<file path="config.mk">
export PLATFORM = sky130hd
export DESIGN_NAME = ptw_walker
export DESIGN_NICKNAME = d
export VERILOG_FILES = /design/src/rtl/ptw_pkg.sv /design/src/rtl/ptw_va_split.sv /design/src/rtl/ptw_rights.sv /design/src/rtl/ptw_mark.sv /design/src/rtl/ptw_walker.sv
export SDC_FILE = /design/constraint.sdc
export NUM_CORES = 1
export LEC_CHECK = 0
export BUFFER_PORTS_ARGS = -buffer_cell sky130_fd_sc_hd__buf_4
export CAP_MARGIN = 40
export CORE_MARGIN = 3
export CORE_UTILIZATION = 54
export CTS_CLUSTER_DIAMETER = 50
export DETAILED_ROUTE_END_ITERATION = 6
export PLACE_DENSITY_LB_ADDON = 0.08
export SYNTH_ARGS = -nofsm -noshare
export SYNTH_HDL_FRONTEND = slang
export SYNTH_HIERARCHICAL = 1
export SYNTH_SLANG_ARGS = --single-unit
</file>
<file path="constraint.sdc">
create_clock -name clk -period 5.4 [get_ports clk]
set_input_delay 0.27 -clock clk [delete_from_list [all_inputs] [get_ports clk]]
set_output_delay 0.27 -clock clk [all_outputs]
set_load 0.005 [all_outputs]
</file>
<file path="src/rtl/ptw_pkg.sv">
`timescale 1ns/1ps
package ptw_pkg;

  localparam int PTE_W   = 64;
  // Entry flag positions, decoded by the walker
  localparam int B_PRES  = 0;
  localparam int B_RW    = 1;
  localparam int B_US    = 2;
  localparam int B_REF   = 5;
  localparam int B_DIRTY = 6;
  localparam int B_NX    = 63;

  typedef enum logic [1:0] {
    ACC_READ  = 2'b00,
    ACC_WRITE = 2'b01,
    ACC_FETCH = 2'b10
  } acc_kind_e;

  typedef enum logic [2:0] {
    S_IDLE,
    S_READ,
    S_UPDATE,
    S_DONE,
    S_FAULT
  } walk_state_e;

  typedef struct packed {
    logic wr_ok;
    logic usr_ok;
    logic nx;
  } rights_t;

  localparam rights_t RIGHTS_OPEN = '{wr_ok: 1'b1, usr_ok: 1'b1, nx: 1'b0};

  // Fold one entry's flags into the rights collected on the way down
  function automatic rights_t rights_merge(rights_t acc, logic rw, logic us, logic nx);
    rights_t r;
    r.wr_ok  = acc.wr_ok & rw;
    r.usr_ok = acc.usr_ok & us;
    r.nx     = acc.nx | nx;
    return r;
  endfunction

  function automatic logic rights_deny(rights_t r, logic [1:0] kind, logic user);
    logic d;
    d = 1'b0;
    if (kind == ACC_WRITE && !r.wr_ok) d = 1'b1;
    if (kind == ACC_FETCH && r.nx)     d = 1'b1;
    if (user && !r.usr_ok)             d = 1'b1;
    return d;
  endfunction

  function automatic logic mark_needed(logic [PTE_W-1:0] pte, logic want_dirty);
    return !pte[B_REF] || (want_dirty && !pte[B_DIRTY]);
  endfunction

  function automatic logic [PTE_W-1:0] mark_entry(logic [PTE_W-1:0] pte, logic want_dirty);
    logic [PTE_W-1:0] m;
    m = pte;
    m[B_REF] = 1'b1;
    if (want_dirty) m[B_DIRTY] = 1'b1;
    return m;
  endfunction

endpackage

</file>
<file path="src/rtl/ptw_va_split.sv">
`timescale 1ns/1ps
module ptw_va_split #(
  parameter int LEVELS = 4,
  parameter int IDX_W  = 9,
  localparam int LVL_W = (LEVELS > 1) ? $clog2(LEVELS) : 1
) (
  input  logic [LEVELS*IDX_W-1:0] idx_bits,
  input  logic [LVL_W-1:0]        lvl,
  output logic [IDX_W-1:0]        idx
);

  logic [IDX_W-1:0] fields [LEVELS];

  // Level 1 takes the most significant slice
  for (genvar g = 0; g < LEVELS; g++) begin : g_field
    assign fields[g] = idx_bits[LEVELS*IDX_W-1-g*IDX_W -: IDX_W];
  end

  assign idx = fields[lvl];

endmodule

</file>
<file path="src/rtl/ptw_rights.sv">
`timescale 1ns/1ps
module ptw_rights
  import ptw_pkg::*;
(
  input  logic       clk,
  input  logic       rst_n,
  input  logic       clear,
  input  logic       load,
  input  logic       pte_rw,
  input  logic       pte_us,
  input  logic       pte_nx,
  input  logic [1:0] kind,
  input  logic       user,
  output logic       deny
);

  rights_t acc_q;
  rights_t merged;

  always_comb begin
    merged = rights_merge(acc_q, pte_rw, pte_us, pte_nx);
    deny   = rights_deny(merged, kind, user);
  end

  always_ff @(posedge clk) begin
    if (!rst_n)     acc_q <= RIGHTS_OPEN;
    else if (clear) acc_q <= RIGHTS_OPEN;
    else if (load)  acc_q <= merged;
  end

endmodule

</file>
<file path="src/rtl/ptw_mark.sv">
`timescale 1ns/1ps
module ptw_mark
  import ptw_pkg::*;
(
  input  logic [PTE_W-1:0] pte,
  input  logic             at_leaf,
  input  logic             is_write,
  output logic             need,
  output logic [PTE_W-1:0] marked
);

  logic want_dirty;

  always_comb begin
    want_dirty = at_leaf && is_write;
    need       = mark_needed(pte, want_dirty);
    marked     = mark_entry(pte, want_dirty);
  end

endmodule

</file>
<file path="src/rtl/ptw_walker.sv">
`timescale 1ns/1ps
module ptw_walker
  import ptw_pkg::*;
#(
  parameter int LEVELS = 4,
  parameter int IDX_W  = 9,
  parameter int OFF_W  = 12,
  parameter int PPN_W  = 40,
  localparam int VA_W   = LEVELS*IDX_W + OFF_W,
  localparam int PA_W   = PPN_W + OFF_W,
  localparam int LVL_W  = (LEVELS > 1) ? $clog2(LEVELS) : 1,
  localparam int ENT_SH = $clog2(PTE_W/8)
) (
  input  logic             clk,
  input  logic             rst_n,
  input  logic             req_valid,
  input  logic [VA_W-1:0]  req_vaddr,
  input  logic [1:0]       req_kind,
  input  logic             req_user,
  input  logic [PPN_W-1:0] root_ppn,
  output logic             busy,
  output logic             mem_req,
  output logic             mem_we,
  output logic [PA_W-1:0]  mem_addr,
  output logic [PTE_W-1:0] mem_wdata,
  input  logic             mem_ack,
  input  logic [PTE_W-1:0] mem_rdata,
  output logic             resp_valid,
  output logic             resp_fault,
  output logic             resp_perm,
  output logic [LVL_W-1:0] resp_level,
  output logic [PPN_W-1:0] resp_ppn,
  output logic [PA_W-1:0]  resp_paddr
);

  // Byte address of entry ix in the table held in frame tbl
  function automatic logic [PA_W-1:0] entry_addr(logic [PPN_W-1:0] tbl, logic [IDX_W-1:0] ix);
    logic [PA_W-1:0] a;
    a = {tbl, {OFF_W{1'b0}}};
    a[ENT_SH +: IDX_W] = ix;
    return a;
  endfunction

  function automatic logic [PPN_W-1:0] entry_base(logic [PTE_W-1:0] pte);
    return pte[PA_W-1:OFF_W];
  endfunction

  walk_state_e      st_q;
  logic [LVL_W-1:0] lvl_q;
  logic [PPN_W-1:0] base_q;
  logic [PPN_W-1:0] ppn_q;
  logic [VA_W-1:0]  va_q;
  logic [1:0]       kind_q;
  logic             user_q;
  logic [PTE_W-1:0] upd_q;
  logic             perm_q;
  logic [LVL_W-1:0] flvl_q;

  // Named internal events, also observed by the checker
  logic             accept;
  logic             lvl_last;
  logic             ev_rd_ack;
  logic             ev_upd_ack;
  logic             ev_absent;
  logic             ev_deny;
  logic             ev_mark;
  logic             ev_step;
  logic             rights_bad;
  logic             mark_need;
  logic [PTE_W-1:0] marked;
  logic [IDX_W-1:0] cur_idx;
  logic [PPN_W-1:0] step_base;

  ptw_va_split #(.LEVELS(LEVELS), .IDX_W(IDX_W)) u_split (
    .idx_bits (va_q[VA_W-1:OFF_W]),
    .lvl      (lvl_q),
    .idx      (cur_idx)
  );

  ptw_rights u_rights (
    .clk    (clk),
    .rst_n  (rst_n),
    .clear  (accept),
    .load   (ev_rd_ack && mem_rdata[B_PRES]),
    .pte_rw (mem_rdata[B_RW]),
    .pte_us (mem_rdata[B_US]),
    .pte_nx (mem_rdata[B_NX]),
    .kind   (kind_q),
    .user   (user_q),
    .deny   (rights_bad)
  );

  ptw_mark u_mark (
    .pte      (mem_rdata),
    .at_leaf  (lvl_last),
    .is_write (kind_q == ACC_WRITE),
    .need     (mark_need),
    .marked   (marked)
  );

  always_comb begin
    accept     = (st_q == S_IDLE) && req_valid;
    lvl_last   = (lvl_q == LVL_W'(LEVELS-1));
    ev_rd_ack  = (st_q == S_READ) && mem_ack;
    ev_upd_ack = (st_q == S_UPDATE) && mem_ack;
    ev_absent  = ev_rd_ack && !mem_rdata[B_PRES];
    ev_deny    = ev_rd_ack && mem_rdata[B_PRES] && rights_bad;
    ev_mark    = ev_rd_ack && mem_rdata[B_PRES] && !rights_bad && mark_need;
    ev_step    = (ev_rd_ack && mem_rdata[B_PRES] && !rights_bad && !mark_need) || ev_upd_ack;
    step_base  = (st_q == S_UPDATE) ? entry_base(upd_q) : entry_base(mem_rdata);
  end

  always_ff @(posedge clk) begin
    if (!rst_n) begin
      st_q   <= S_IDLE;
      lvl_q  <= '0;
      base_q <= '0;
      ppn_q  <= '0;
      va_q   <= '0;
      kind_q <= ACC_READ;
      user_q <= 1'b0;
      upd_q  <= '0;
      perm_q <= 1'b0;
      flvl_q <= '0;
    end else begin
      if (accept) begin
        st_q   <= S_READ;
        lvl_q  <= '0;
        base_q <= root_ppn;
        va_q   <= req_vaddr;
        kind_q <= req_kind;
        user_q <= req_user;
      end else if (ev_absent || ev_deny) begin
        st_q   <= S_FAULT;
        perm_q <= ev_deny;
        flvl_q <= lvl_q;
      end else if (ev_mark) begin
        st_q  <= S_UPDATE;
        upd_q <= marked;
      end else if (ev_step) begin
        if (lvl_last) begin
          st_q  <= S_DONE;
          ppn_q <= step_base;
        end else begin
          st_q   <= S_READ;
          base_q <= step_base;
          lvl_q  <= lvl_q + LVL_W'(1);
        end
      end else if (st_q == S_DONE || st_q == S_FAULT) begin
        st_q <= S_IDLE;
      end
    end
  end

  always_comb begin
    busy       = (st_q != S_IDLE);
    mem_req    = (st_q == S_READ) || (st_q == S_UPDATE);
    mem_we     = (st_q == S_UPDATE);
    mem_addr   = entry_addr(base_q, cur_idx);
    mem_wdata  = (st_q == S_UPDATE) ? upd_q : '0;
    resp_valid = (st_q == S_DONE) || (st_q == S_FAULT);
    resp_fault = (st_q == S_FAULT);
    resp_perm  = (st_q == S_FAULT) && perm_q;
    resp_level = (st_q == S_FAULT) ? flvl_q : '0;
    resp_ppn   = (st_q == S_DONE) ? ppn_q : '0;
    resp_paddr = (st_q == S_DONE) ? {ppn_q, va_q[OFF_W-1:0]} : '0;
  end

endmodule

</file>
**Word-level counts from Yosys, hierarchy flattened**

Index checks and enable logic that the tools add are counted.

- Bits of input ports: 159
- Logic and storage cells: 99
- Register bits after elaboration: 206

- Equality and inequality tests: 10
- Magnitude comparators: 1
- Reductions and logical operators: 40
- Bitwise operators: 9
- Muxes and demuxes: 23
- Add/subtract/negate cells: 1

Operators by type and width:

| operator | count |
|---|---|
| $mux 40 | 7 |
| $mux 64 | 1 |
| $mux 52 | 1 |
| $bmux 9 s2 | 1 |
| $mux 9 | 2 |
| $logic_and 1x1->1 | 15 |
| $mux 3 | 4 |
| $reduce_and 4->1 | 2 |
| $logic_not 1->1 | 7 |
| $eq 3x2->1 const B | 2 |
| $ne 2x2->1 const B | 3 |
| $reduce_bool 3->1 | 2 |
| $logic_or 1x1->1 | 5 |
| $mux 1 | 5 |
| $not 1->1 | 5 |
| $reduce_and 5->1 | 1 |
| $reduce_bool 5->1 | 1 |
| $eq 2x2->1 const B | 2 |
| $mux 2 | 2 |
| $reduce_bool 4->1 | 1 |
| $eq 3x1->1 const B | 1 |
| $eq 3x3->1 const B | 1 |
| $ge 3x3->1 const B | 1 |
| $logic_not 3->1 | 1 |
| 10 further kinds | 11 |

**Logic depth before layout (Yosys ltp)**

- Depth after elaboration: 14
- Gate-level depth with buffers: 10

**Modules after synthesis**

The synthesis kept the hierarchy.

By module, submodules not included:

| module | sequential area each (µm²) | cells each | area an instance (µm²) | instances |
|---|---|---|---|---|
| ptw_walker | 4063.9 | 1152 | 9678.0 | 1 |
| ptw_mark | 0.0 | 67 | 495.5 | 1 |
| ptw_va_split | 0.0 | 11 | 219.0 | 1 |
| ptw_rights | 60.1 | 18 | 148.9 | 1 |

**Worst setup path before layout**

No wires, ideal clock.

- Path kind: reg-to-reg
- Start point: register kind_q[0]
- End point: register ppn_q[0]
- Library setup time: 0.116 ns
- Period minus slack after synthesis: 2.066 ns
- Path slack: 3.334 ns
- Cell stages (with the launch flop): 9
- Required time: 5.284 ns
- Path buffers: 2
- Data arrival time: 1.950 ns
- Cells stage by stage: dfxtp_1 > and2b_1 > a221o_1 > nor3b_1 > a22o_1 > buf_2 > clkbuf_1 > nand3_1 > o211a_1

- Cells in the longest elaborated chain, start to end: 10
- Elaborated cells between the ends (all ways): 21
- Those cells by class: eq/ne: 2; mux: 3; bitwise: 2; reduce/logical: 14

Ends and longest elaborated chain:

| what | line | RTL |
|---|---|---|
| start: declaration | ptw_walker.sv:53 | `logic [1:0] kind_q;` |
| start signal: assignment | ptw_walker.sv:131 | `kind_q <= req_kind;` |
| $eq 2x1->1 | ptw_pkg.sv:47 | `if (kind == ACC_WRITE && !r.wr_ok) d = 1'b1;` |
| $logic_and 1x1->1 | ptw_pkg.sv:47 |  |
| $mux 1 | ptw_pkg.sv:47 |  |
| $mux 1 * | ptw_pkg.sv:48 | `if (kind == ACC_FETCH && r.nx) d = 1'b1;` |
| $mux 1 * | ptw_pkg.sv:49 | `if (user && !r.usr_ok) d = 1'b1;` |
| via rights_bad | ptw_walker.sv:68 | `logic rights_bad;` |
| $logic_not 1->1 | ptw_walker.sv:108, ptw_walker.sv:109 |  |
| $logic_and 1x1->1 | ptw_walker.sv:108, ptw_walker.sv:109 |  |
| $logic_and 1x1->1, on equally long branches | ptw_walker.sv:109, ptw_walker.sv:108 |  |
| $logic_or 1x1->1 / $not 1->1 (equally long branches) | -- |  |
| $reduce_and 5->1 (no source line) * | -- |  |
| end signal: assignment | ptw_walker.sv:143 | `ppn_q <= step_base;` |
| end: declaration | ptw_walker.sv:51 | `logic [PPN_W-1:0] ppn_q;` |

The timed path passes the listed nets; every way through them passes the cells marked *.
A chain may end at the register's enable or synchronous reset.

**Worst setup path after layout**

- Start point: register lvl_q[0]
- End point: register ppn_q[25]

- Cells in the longest elaborated chain, start to end: 8
- Elaborated cells between the ends (all ways): 10
- Those cells by class: eq/ne: 1; bitwise: 1; reduce/logical: 8

Ends and longest elaborated chain:

| what | line | RTL |
|---|---|---|
| start: declaration | ptw_walker.sv:49 | `logic [LVL_W-1:0] lvl_q;` |
| start signal: assignment | ptw_walker.sv:147 | `lvl_q <= lvl_q + LVL_W'(1);` |
| $eq 2x2->1 * | ptw_walker.sv:103 | `lvl_last = (lvl_q == LVL_W'(LEVELS-1));` |
| via lvl_last | ptw_walker.sv:61 | `logic lvl_last;` |
| $logic_and 1x1->1 * | ptw_mark.sv:15 | `want_dirty = at_leaf && is_write;` |
| $logic_and 1x1->1 * | ptw_pkg.sv:54 | `return !pte[B_REF] \|\| (want_dirty && !pte[B_DIRTY]);` |
| $logic_or 1x1->1 * | ptw_pkg.sv:54 |  |
| via mark_need | ptw_walker.sv:69 | `logic mark_need;` |
| $logic_not 1->1 | ptw_walker.sv:109 | `ev_step = (ev_rd_ack && mem_rdata[B_PRES] && !rights_bad && !mark_need) \|\| ev_upd_ack;` |
| $logic_and 1x1->1 | ptw_walker.sv:109 |  |
| $logic_or 1x1->1 | ptw_walker.sv:109 |  |
| $reduce_and 5->1 (no source line) * | -- |  |

Marks and branches as above.

==> run_results.csv <==
group,metric,value,unit
critical_path,path_max_fanout,43,
critical_path,crit_path_end_kind,"flop",
drt,via_count,9330,
yosys,synth_edf_count,0,
grt,antenna_found_initial,0,
pwr,ir_drop,0.000259,V
placement,hpwl,20.6,mm
pwr,p_leak,6.32,nW
floorplan,fp.dieH,146,um
clock_tree,cts_buffer_depth,3,
clock_tree,clk_pin_slew,60,ps
floorplan,core_area,19000,um2
placement,dp.cells,1677,
cells_and_area,final_cells,1719,
flow_run,max-cap-violations,0,
critical_path,worstSetupStartpointType,"flop",
timing,worst_pin_slew,923,ps
yosys,synthFlopType,"dfxtp_1",
critical_path,cp.arrival,3790,ps
drt,wl,30.5,mm
yosys,synth_area,10500,um2
drt,wire_per_inst,17.7,um
drt,first_iter_violations,564,
cells_and_area,fillers,1593,
drt,first_pass_iters,5,
clock_tree,postCtsHoldBufs,0,
floorplan,die-area,21200,um2
clock_tree,cts_tree,"yes",
cells_and_area,register_area,4130,um2
timing,hold_slack,17.2,ps
cells_and_area,layout_common_cells,"buf_4, nand2_1, dfxtp_1",
timing,period_share,61.9,%
yosys,ys_types,47,
yosys,synth_cells,1248,
yosys,ys_ff_latch,206,
critical_path,critical_path_required,5850,ps
status,status,"finished clean",
critical_path,crit_type,"reg -> reg",
cells_and_area,final_common_cell,"buf_4",
timing,fin_setup_tns,0,ps
cells_and_area,antenna_cells,0,
floorplan,rows,50,
drt,via_per_inst,5.43,
cells_and_area,area_growth,27.1,%
clock_tree,cts-buffers-inserted,24,
cells_and_area,drive_gt1_share,30.8,%
clock_tree,clk_latency,510,ps
placement,place.gp.congestion,0.812,
timing,clock.fmax,0.299,GHz
grt,grt_pass1_wl,47.8,mm
placement,port_buffers,371,
timing,period_needed,3340,ps
floorplan,chipWidth,146,um
floorplan,ioPinCount,375,
yosys,synth_warnings,6,
drt,ant_nets,0,
grt,grt_pass1_vias,9109,
floorplan,initial_core_util,55.6,%
timing,finalHoldViolations,0,
grt,grt-ovfl-total,0,
clock_tree,clock_sinks,206,
yosys,avgSynthCellArea,8.45,um2
timing,slew_viol_final,0,
drt,drc,0,
min_path,hp-class,"in -> reg",
cells_and_area,multi_input_area,5170,um2
yosys,async_flop_share,0,%
pwr,p_per_area,287,nW/um2
timing,setup_viol_count_final,0,
clock_tree,cts_resized,0,
cells_and_area,final_core_util,70.7,%
timing,skew,9.20,ps
grt,track_usage,26.8,%
yosys,seq_area_frac_synth,39.1,%
clock_tree,cts_setup_buffers,0,
clock_tree,cts_root_buf,"clkbuf_16",
timing,slew_headroom,38.3,%
grt,grt_max_degree,106,
clock_tree,cts_max_level,1,
cells_and_area,nets,1603,
timing,rsz0062_at_grt,"no",
==> final timing paths <==
path / from / slack (ps) / to / cells after the start
worst min register to register: upd_q[0] / 460 / upd_q[0] / 2
worst max-delay path: lvl_q[0] / 2060 / ppn_q[25] / 7
worst min-delay path: req_vaddr[39] / 20 / va_q[39] / 3
worst max register to register: lvl_q[0] / 2060 / ppn_q[25] / 7
==> cell families (layout without fill, tap and decap cells) <==
logic type / Yosys count / count (layout) / synth area share [%]
other: 2 / 4 / 0.0712
buffers and inverters: 221 / 430 / 12.2
flip-flops: 206 / 206 / 39.1
adder cells (fa/ha/maj): 2 / 2 / 0.214
XOR/XNOR: 1 / 1 / 0.0831
AO/OA/AOI/OAI: 296 / 296 / 20.0
multiplexers: 51 / 51 / 5.91
AND/OR/NAND/NOR: 469 / 469 / 22.4
==> worst max-delay path, stage by stage, from the launching register on <==
cell	delay [ps]
dfxtp_1	530
ha_1	390
nand2_1	130
o21ai_2	80
nor3b_1	480
a22o_2	830
and2_4	610
o211a_1	200
==> registers in the layout, indices dropped and copies added, names as in the netlist <==
register	count
perm_q	1
upd_q	64
flvl_q	2
kind_q	2
ppn_q	40
u_rights/acc_q	3
user_q	1
base_q	40
va_q	48
lvl_q	2
st_q	3
==> cell usage after synthesis (2+ instances only) <==
master    number  share of area (%)
nand2_1      275                9.8
dfxtp_1      206                 39
a21boi_0     116                8.3
buf_4        106                7.5
clkbuf_1      88                3.1
and2_1        81                4.8
o21ai_0       46                2.2
a21oi_1       44                2.1
mux2i_1       42                4.0
a21o_1        41                2.9
nand3_1       41                1.9
nor4bb_1      41                3.9
o211a_1       41                3.9
nor2b_1       10               0.59
mux4_2         9                1.9
buf_1          7               0.25
buf_2          7               0.33
buf_6          6               0.64
nor2_1         5               0.18
inv_1          3               0.11
and3_1         2               0.12
clkbuf_2       2              0.095
conb_1         2              0.071
inv_2          2              0.071
nor3b_1        2               0.14
or3_1          2               0.12
==> cell type report <==
class	count	area share, %
Clock buffer	30	5.03
Clock inverter	12	1.09
Inverter	5	0.140
Multi-Input combinational cell	823	38.6
Sequential cell	206	30.8
Tap cell	260	2.43
Timing Repair Buffer	383	21.9
==> power by group <==
part	switching, mW	leakage, nW	internal [mW]
combinational	0.270	4.23	0.264
clock	0.640	0.411	1.03
sequential	0.0425	1.68	1.60
==> layer usage <==
metal / vias up / global-route usage [%] / routed length, um
li1: 4514 / - / -
met1: 4408 / 31.9 / 12000
met2: 357 / 47.6 / 15200
met3: 51 / 6.76 / 2350
met4: 0 / 8.26 / 894
met5: - / 0 / 0
==> metrics by stage <==
stage               worst slack (ps)  power [mW]  cell area (um2)
floorplan                       3330        1.98            10500
global placement                2110        2.19            12500
detailed placement              2030        2.21            12600
CTS                             2010        3.87            13400
global route                    1730        3.98            13400
finish                          2060        3.85            13400
Power figures use the tool's default switching activity.
